===== config.mk =====
export PLATFORM = sky130hd
export DESIGN_NAME = core_timer_router
export DESIGN_NICKNAME = d
export VERILOG_FILES = /design/src/rtl/tmr_router_pkg.sv /design/src/rtl/tmr_win_decode.sv /design/src/rtl/tmr_block_stub.sv /design/src/rtl/core_timer_router.sv
export SDC_FILE = /design/constraint.sdc
export NUM_CORES = 2
export LEC_CHECK = 0
export ABC_CLOCK_PERIOD_IN_PS = 8200
export BUFFER_PORTS_ARGS = -buffer_cell sky130_fd_sc_hd__buf_2
export CAP_MARGIN = 20
export CELL_PAD_IN_SITES_DETAIL_PLACEMENT = 0
export CELL_PAD_IN_SITES_GLOBAL_PLACEMENT = 2
export CORE_MARGIN = 1.5
export CORE_UTILIZATION = 30
export DETAILED_ROUTE_END_ITERATION = 12
export PLACE_DENSITY = 0.8
export SYNTH_ARGS = -nofsm -noshare
export SYNTH_HDL_FRONTEND = slang
export SYNTH_SLANG_ARGS = --single-unit

===== constraint.sdc =====
create_clock -name clk -period 8.2 [get_ports clk]
set_input_delay 0 -clock clk [delete_from_list [all_inputs] [get_ports clk]]
set_output_delay 0 -clock clk [all_outputs]
set_load 0.02 [all_outputs]

===== src/rtl/tmr_router_pkg.sv =====
package tmr_router_pkg;

  typedef enum logic [1:0] {
    REG_RELOAD = 2'd0,
    REG_COUNT  = 2'd1,
    REG_CTRL   = 2'd2,
    REG_STATUS = 2'd3
  } reg_sel_e;

  localparam int CTRL_EN_BIT   = 0;
  localparam int CTRL_AUTO_BIT = 1;
  localparam logic [1:0] WORD_SIZE = 2'd2;
  localparam int WIN_SHIFT = 5;
  localparam int ALIAS_WINDOWS = 2;

endpackage


===== src/rtl/tmr_win_decode.sv =====
module tmr_win_decode
  import tmr_router_pkg::*;
#(
  parameter int MAX_CORES = 4,
  parameter int NUM_CORES = 2,
  parameter int ADDR_W    = 12,
  parameter int CORE_W    = 2,
  parameter int IDX_W     = 3
) (
  input  logic [ADDR_W-1:0] addr,
  input  logic [1:0]        size,
  input  logic [CORE_W-1:0] core,
  output logic              ok,
  output logic [IDX_W-1:0]  blk_idx,
  output reg_sel_e          reg_sel
);
  localparam int WIN_W = ADDR_W - WIN_SHIFT;
  localparam int LAST_WIN = ALIAS_WINDOWS + 2 * NUM_CORES;

  logic [WIN_W-1:0]  win;
  logic [4:0]        offs;
  logic [WIN_W-1:0]  blk_full;
  logic              core_ok;
  logic              shape_ok;

  assign win  = addr[ADDR_W-1:WIN_SHIFT];
  assign offs = addr[WIN_SHIFT-1:0];
  assign core_ok  = {1'b0, core} < (CORE_W+1)'(NUM_CORES);
  assign shape_ok = (size == WORD_SIZE) && (offs[1:0] == 2'b00) && !offs[4];
  assign reg_sel  = reg_sel_e'(offs[3:2]);

  always_comb begin
    ok       = 1'b0;
    blk_full = '0;
    if (win == WIN_W'(0)) begin
      blk_full = WIN_W'(core) << 1;
      ok       = core_ok;
    end else if (win == WIN_W'(1)) begin
      blk_full = (WIN_W'(core) << 1) | WIN_W'(1);
      ok       = core_ok;
    end else if (win < WIN_W'(LAST_WIN)) begin
      blk_full = win - WIN_W'(ALIAS_WINDOWS);
      ok       = 1'b1;
    end
    ok = ok && shape_ok;
  end

  assign blk_idx = IDX_W'(blk_full);

  initial begin
    AST_CORE_RANGE: assert (NUM_CORES >= 1 && NUM_CORES <= MAX_CORES);
  end
endmodule


===== src/rtl/tmr_block_stub.sv =====
module tmr_block_stub
  import tmr_router_pkg::*;
#(
  parameter int DATA_W = 32
) (
  input  logic              clk,
  input  logic              rst_n,
  input  logic              wr_en,
  input  reg_sel_e          reg_sel,
  input  logic [DATA_W-1:0] wr_data,
  output logic [DATA_W-1:0] rd_data,
  output logic              irq
);
  logic [DATA_W-1:0] reload_q;
  logic [DATA_W-1:0] count_q;
  logic [1:0]        ctrl_q;
  logic              status_q;
  logic              ticking;

  assign ticking = ctrl_q[CTRL_EN_BIT] && (count_q != '0);

  always_ff @(posedge clk) begin
    if (!rst_n) begin
      reload_q <= '0;
      count_q  <= '0;
      ctrl_q   <= '0;
      status_q <= 1'b0;
    end else begin
      if (ticking) begin
        if (count_q == DATA_W'(1)) begin
          status_q <= 1'b1;
          count_q  <= ctrl_q[CTRL_AUTO_BIT] ? reload_q : '0;
        end else begin
          count_q <= count_q - DATA_W'(1);
        end
      end
      if (wr_en) begin
        case (reg_sel)
          REG_RELOAD: begin
            reload_q <= wr_data;
            count_q  <= wr_data;
          end
          REG_COUNT: count_q <= wr_data;
          REG_CTRL: begin
            ctrl_q <= wr_data[1:0];
            if (!ctrl_q[CTRL_EN_BIT] && wr_data[CTRL_EN_BIT] &&
                wr_data[CTRL_AUTO_BIT] && (count_q == '0))
              count_q <= reload_q;
          end
          default: if (wr_data[0]) status_q <= 1'b0;
        endcase
      end
    end
  end

  always_comb begin
    case (reg_sel)
      REG_RELOAD: rd_data = reload_q;
      REG_COUNT:  rd_data = count_q;
      REG_CTRL:   rd_data = {{(DATA_W-2){1'b0}}, ctrl_q};
      default:    rd_data = {{(DATA_W-1){1'b0}}, status_q};
    endcase
  end

  assign irq = status_q;

  AST_EXPIRE_FLAG: assert property (@(posedge clk) disable iff (!rst_n)
    (ctrl_q[CTRL_EN_BIT] && count_q == DATA_W'(1) && !wr_en) |=> irq);
  AST_HALT_AT_ZERO: assert property (@(posedge clk) disable iff (!rst_n)
    (!ctrl_q[CTRL_AUTO_BIT] && count_q == '0 && !wr_en) |=> count_q == '0);
endmodule


===== src/rtl/core_timer_router.sv =====
module core_timer_router
  import tmr_router_pkg::*;
#(
  parameter int MAX_CORES = 4,
  parameter int NUM_CORES = 2,
  parameter int ADDR_W    = 12,
  parameter int DATA_W    = 32,
  parameter int CORE_W    = (MAX_CORES > 1) ? $clog2(MAX_CORES) : 1
) (
  input  logic                   clk,
  input  logic                   rst_n,
  input  logic                   req_valid,
  output logic                   req_ready,
  input  logic                   req_write,
  input  logic [ADDR_W-1:0]      req_addr,
  input  logic [1:0]             req_size,
  input  logic [CORE_W-1:0]      req_core,
  input  logic [DATA_W-1:0]      req_wdata,
  output logic                   rsp_valid,
  input  logic                   rsp_ready,
  output logic [DATA_W-1:0]      rsp_rdata,
  output logic                   rsp_err,
  output logic                   err_sticky,
  output logic [2*NUM_CORES-1:0] irq
);
  localparam int NBLK  = 2 * MAX_CORES;
  localparam int IDX_W = $clog2(NBLK);

  logic              acc_fire;
  logic              dec_ok;
  logic [IDX_W-1:0]  dec_blk;
  reg_sel_e          dec_reg;
  logic [NBLK-1:0]   blk_wr;
  logic [NBLK-1:0]   blk_irq;
  logic [DATA_W-1:0] blk_rdata [NBLK];
  logic [DATA_W-1:0] sel_rdata;

  assign req_ready = !rsp_valid || rsp_ready;
  assign acc_fire  = req_valid && req_ready;

  tmr_win_decode #(
    .MAX_CORES(MAX_CORES), .NUM_CORES(NUM_CORES), .ADDR_W(ADDR_W),
    .CORE_W(CORE_W), .IDX_W(IDX_W)
  ) u_decode (
    .addr(req_addr), .size(req_size), .core(req_core),
    .ok(dec_ok), .blk_idx(dec_blk), .reg_sel(dec_reg)
  );

  for (genvar i = 0; i < NBLK; i++) begin : g_blk
    assign blk_wr[i] = acc_fire && req_write && dec_ok && (dec_blk == IDX_W'(i));
    tmr_block_stub #(.DATA_W(DATA_W)) u_blk (
      .clk(clk), .rst_n(rst_n), .wr_en(blk_wr[i]), .reg_sel(dec_reg),
      .wr_data(req_wdata), .rd_data(blk_rdata[i]), .irq(blk_irq[i])
    );
  end

  assign sel_rdata = blk_rdata[dec_blk];
  assign irq = blk_irq[2*NUM_CORES-1:0];

  always_ff @(posedge clk) begin
    if (!rst_n) begin
      rsp_valid  <= 1'b0;
      rsp_rdata  <= '0;
      rsp_err    <= 1'b0;
      err_sticky <= 1'b0;
    end else begin
      if (acc_fire) begin
        rsp_valid <= 1'b1;
        rsp_err   <= !dec_ok;
        rsp_rdata <= (dec_ok && !req_write) ? sel_rdata : '0;
      end else if (rsp_ready) begin
        rsp_valid <= 1'b0;
      end
      if (rsp_valid && rsp_err) err_sticky <= 1'b1;
    end
  end

  AST_ONE_TARGET: assert property (@(posedge clk) disable iff (!rst_n)
    $onehot0(blk_wr));
  AST_RSP_NEXT: assert property (@(posedge clk) disable iff (!rst_n)
    (req_valid && req_ready) |=> rsp_valid);
  AST_RSP_HOLD: assert property (@(posedge clk) disable iff (!rst_n)
    (rsp_valid && !rsp_ready) |=> (rsp_valid && $stable(rsp_rdata) && $stable(rsp_err)));
  AST_ERR_NODATA: assert property (@(posedge clk) disable iff (!rst_n)
    (rsp_valid && rsp_err) |-> rsp_rdata == '0);
  AST_ERR_KEEP: assert property (@(posedge clk) disable iff (!rst_n)
    err_sticky |=> err_sticky);
endmodule


==> summary.txt <==
Clock tree
  – CTS root buffer: clkbuf_16
  – CTS tree: yes
  – Bufs on Longest Clock Path: 3
  – Number of cells upsized or downsized after cts: 0
  – CTS clk-pin slew, worst paths: roughly 0.060 ns
  – Worst skew pair latency: about 0.70 ns
  – CTS sink count: 571
  – Setup Fix Bufs, Post-CTS: 0
  – Num CTS Buffers: 77
  – CTS H-tree lvls: 3
  – CTS Hold Bufs: 36

Drt
  – Routed WL per cell: 33.7 um
  – Vias per inst: roughly 6.6
  – Routed vias: between 40k and 50k
  – DRT iter0 DRCs: around 7.7k
  – DRC Markers: 0
  – Pre-Repair DR Iteration Count: 8
  – Detail Route Antenna Nets: 0
  – WL final: roughly 230000 um

Global route
  – GR Util All Layers: 34.5%
  – GR peak layer: met2
  – First-pass GRT wire length: between 300000 and 400000 um
  – M3 GR Usage: between 10 and 15%
  – Total congestion overflow: 0
  – Initial antenna violation count: 31
  – GR Util met1: 46.6%
  – Vias in the first global route: ~40k
  – Largest net degree at the start of global routing: 147
  – Met2 usage: between 40% and 50%

Layout
  – Final Instance Count excl. Fillers: 6823
  – Layout cells sized above 1: between 10% and 20%
  – FILL cells: between 10k and 15k
  – Final #Nets: between 5k and 6k
  – Syn-to-layout area delta: 12.8%
  – Core Util, Final: around a third

Synthesis
  – Synth Area per Inst: between 7 and 8 um^2
  – Synth area leaders: dfxtp_1 30%, a21oi_1 10%, nand2_1 7.7%, o21ai_0 5.4%, mux2i_1 5.3%
  – Number of enable flip-flop cells after synthesis: 0
  – Synth Register Bits: between 500 and 600
  – Largest area contributor in the netlist: dfxtp_1
  – Top_reg_cell synth: dfxtp_1
  – Share of Yosys cell area claimed by the top area cell type: 30.3%
  – Syn Std Cell Area: 37800 um^2
  – Syn. warnings: 0
  – Syn Nets: about 5.4k
  – Post-synth cell types: 94
  – Async S/R FF share, synth: 0%
  – Post-Synthesis Cells: about 5.3k
  – Sequential-to-total area share from yosys stat: 30.3%

Placed design
  – Cells after DPL: approximately 6.6k
  – Input/output buffers: between 90 and 100
  – RD Place Congestion: between 1 and 1.5
  – Hpwl dp: 154000 um

Setup path
  – CP arrival: ~4.6 ns
  – Worst reg2reg path depth: 6
  – Delay-heaviest family, CP: simple AND/OR/NAND/NOR gates
  – Worst Path Max Fanout: 21
  – CP cell instances: nor4_1 > and4_1 > nand4b_1 > a21oi_1 > nand2b_1 > o22ai_1
  – R2R Path Start: g_blk[5].u_blk.count_q[8]
  – Flop-to-flop setup slack: 4.10 ns
  – Worst path required time: 8.71 ns
  – Startpoint types: flip-flop
  – Reg-to-reg endpoint: g_blk[5].u_blk.count_q[13]
  – Worst path buffer plus inverter count: 0
  – Crit Path Category: flip-flop to flip-flop
  – CP Capture Type: flip-flop
  – Slowest-stage cell, CP: nand2b_1
  – Slowest stage delay, CP: around 0.86 ns

STA
  – Fin crit period: roughly 4.1 ns
  – FMAX: 244 MHz
  – Setup violations, final: 0
  – Ratio of final minimum period to clock period: 49.9%
  – Setup TNS: 0 ns
  – Final Skew: between 0.04 and 0.05 ns
  – Hold Vio Cnt, Final: 0
  – Final Max Slew Viols: 0
  – RSZ-0062 raised after global routing: false
  – Worst slew pin tran: 1.31 ns
  – Slew headroom: about 11%

Floorplan
  – Initial Util: a little under a third
  – Die Wd: between 300 and 400 um
  – Num ports: 93
  – Die area: ~130000 um^2
  – Chip height: around 360 um
  – Core Footprint: 124000 um^2
  – Site Rows: 129

Outcome
  – Outcome: completed

Worst hold path
  – WHS Path Cells: 6
  – Min-Delay Endpoint: g_blk[7].u_blk.count_q[8]
  – Hold Crit Class: input port to flip-flop
  – Worst hold start: req_write

Power and ir drop
  – LEAKAGE: around 15 nW
  – VDD IR max: 0.130 mV
  – Power per cell area: ~160 nW/um^2

Flow run
  – Maximum capacitance violations: 0
sequential cells by signal, summed over array words and instances (netlist names):
signal,cells
g_blk.u_blk.count_q,256
g_blk.u_blk.reload_q,256
rsp_rdata,32
g_blk.u_blk.ctrl_q,16
g_blk.u_blk.irq,8
err_sticky,1
rsp_err,1
rsp_valid,1
layer usage:
metal / wire length [um] / share of wire (%)
met4: 14700 / 6.4
met2: 91900 / 40
met1: 92600 / 40
met3: 30400 / 13
met5: 175 / 0.076
where the power goes:
part           leakage, nW  total [mW]  internal [mW]  switching [mW]
Combinational         9.37       0.632          0.125           0.507
Clock                 1.24        3.47           2.00            1.47
Sequential            4.60        2.78           2.78        0.000719
Total                 15.2        6.88           4.90            1.97
placed cells by master, fill, tap and decap left out, types with 35 or more instances in the layout:
master | Yosys | layout
nand2_1 | 775 | 774
a21oi_1 | 751 | 750
dfxtp_1 | 571 | 571
o21ai_0 | 408 | 408
nor2_1 | 380 | 373
mux2i_1 | 200 | 200
nand3_1 | 187 | 187
o22ai_1 | 160 | 160
buf_4 | 9 | 135
nor3_1 | 124 | 121
buf_2 | 70 | 89
clkbuf_16 | 0 | 81
a22oi_1 | 75 | 75
nor4_1 | 79 | 73
and3_1 | 66 | 65
nand4_1 | 57 | 57
inv_1 | 52 | 52
a31oi_1 | 46 | 46
o211ai_1 | 44 | 44
o21a_1 | 41 | 41
dlygate4sd3_1 | 0 | 36
or4_1 | 35 | 35
synth_stat cells, drive strengths merged, types with 13 or more instances:
cell       n
nand2b    24
o31ai     36
o22a      19
mux2      33
nand3    187
and3      66
nor4      91
a211oi    21
or3       34
a31oi     46
o31a      13
o2bb2ai   21
nand4     58
clkbuf   413
o21a      41
o311a     25
dfxtp    571
nor3     128
buf      105
nor2     380
a221oi    26
o211ai    44
nand2    776
o221ai    23
and4      24
a32o      14
o21ai    422
a311oi    22
and2      25
nor2b     51
nor4b     17
a32oi     23
nor3b     13
a21o      22
or4       35
mux2i    200
a21oi    752
mux4      16
o22ai    160
ha        17
a2bb2oi   15
a22oi     75
inv       52
worst reg2reg max path: cells and delay by family, from the launching register on:
family           cells  cell delay [ns]
flip-flops           1             0.34
AND/OR/NAND/NOR      4             2.80
AO/OA/AOI/OAI        2             0.81
worst max-delay path by stage:
| stage | from | to | depth (start not counted) | slack (ns) |
|---|---|---|---|---|
| 3_5_place_dp | g_blk[5].u_blk.count_q[8] | g_blk[5].u_blk.count_q[17] | 6 | 4.31 |
| 3_3_place_gp | g_blk[0].u_blk.count_q[24] | g_blk[0].u_blk.count_q[28] | 8 | 4.43 |
| 4_1_cts | g_blk[5].u_blk.count_q[8] | g_blk[5].u_blk.count_q[18] | 6 | 4.28 |
| 6_report | g_blk[5].u_blk.count_q[8] | g_blk[5].u_blk.count_q[13] | 6 | 4.10 |
| 5_1_grt | g_blk[5].u_blk.count_q[8] | g_blk[5].u_blk.count_q[3] | 6 | 3.92 |
| 2_1_floorplan | g_blk[6].u_blk.count_q[0] | g_blk[6].u_blk.count_q[2] | 10 | 5.48 |
cell families (layout without fill, tap and decap cells):
family                   count (synthesis)  in the layout  share of synthesized area, %
other                                    0             15                             0
AND/OR/NAND/NOR                       1940           1940                          24.4
flip-flops                             571            571                          30.3
AO/OA/AOI/OAI                         1929           1929                          31.3
buffers and inverters                  571            459                          6.02
XOR/XNOR                                 6              6                         0.139
multiplexers                           249            249                          7.24
adder cells (fa/ha/maj)                 17             17                         0.563
metrics by stage:
step | instance area [um^2] | setup slack (ns) | hold WS (ns) | power, mW
global route | 42600 | 3.92 | 0.0404 | 6.97
global placement | 39600 | 4.43 | 0.324 | 3.41
detailed placement | 39700 | 4.31 | 0.319 | 3.41
finish | 42600 | 4.10 | 0.0285 | 6.88
CTS | 42500 | 4.28 | 0.00622 | 6.84
floorplan | 37800 | 5.48 | 0.129 | 3.09
layout make-up:
type / instances / area (um^2) / area share [%]
multi-input cells: 4141 / 24400 / 57.3
flip-flops and latches: 571 / 11400 / 26.8
clock buffers: 118 / 2360 / 5.53
well taps: 1637 / 2050 / 4.81
repair buffers: 271 / 1970 / 4.63
inverters: 53 / 206 / 0.484
clock inverters: 17 / 139 / 0.326
diodes: 15 / 37.5 / 0.0881
Power figures use the tool's default switching activity.
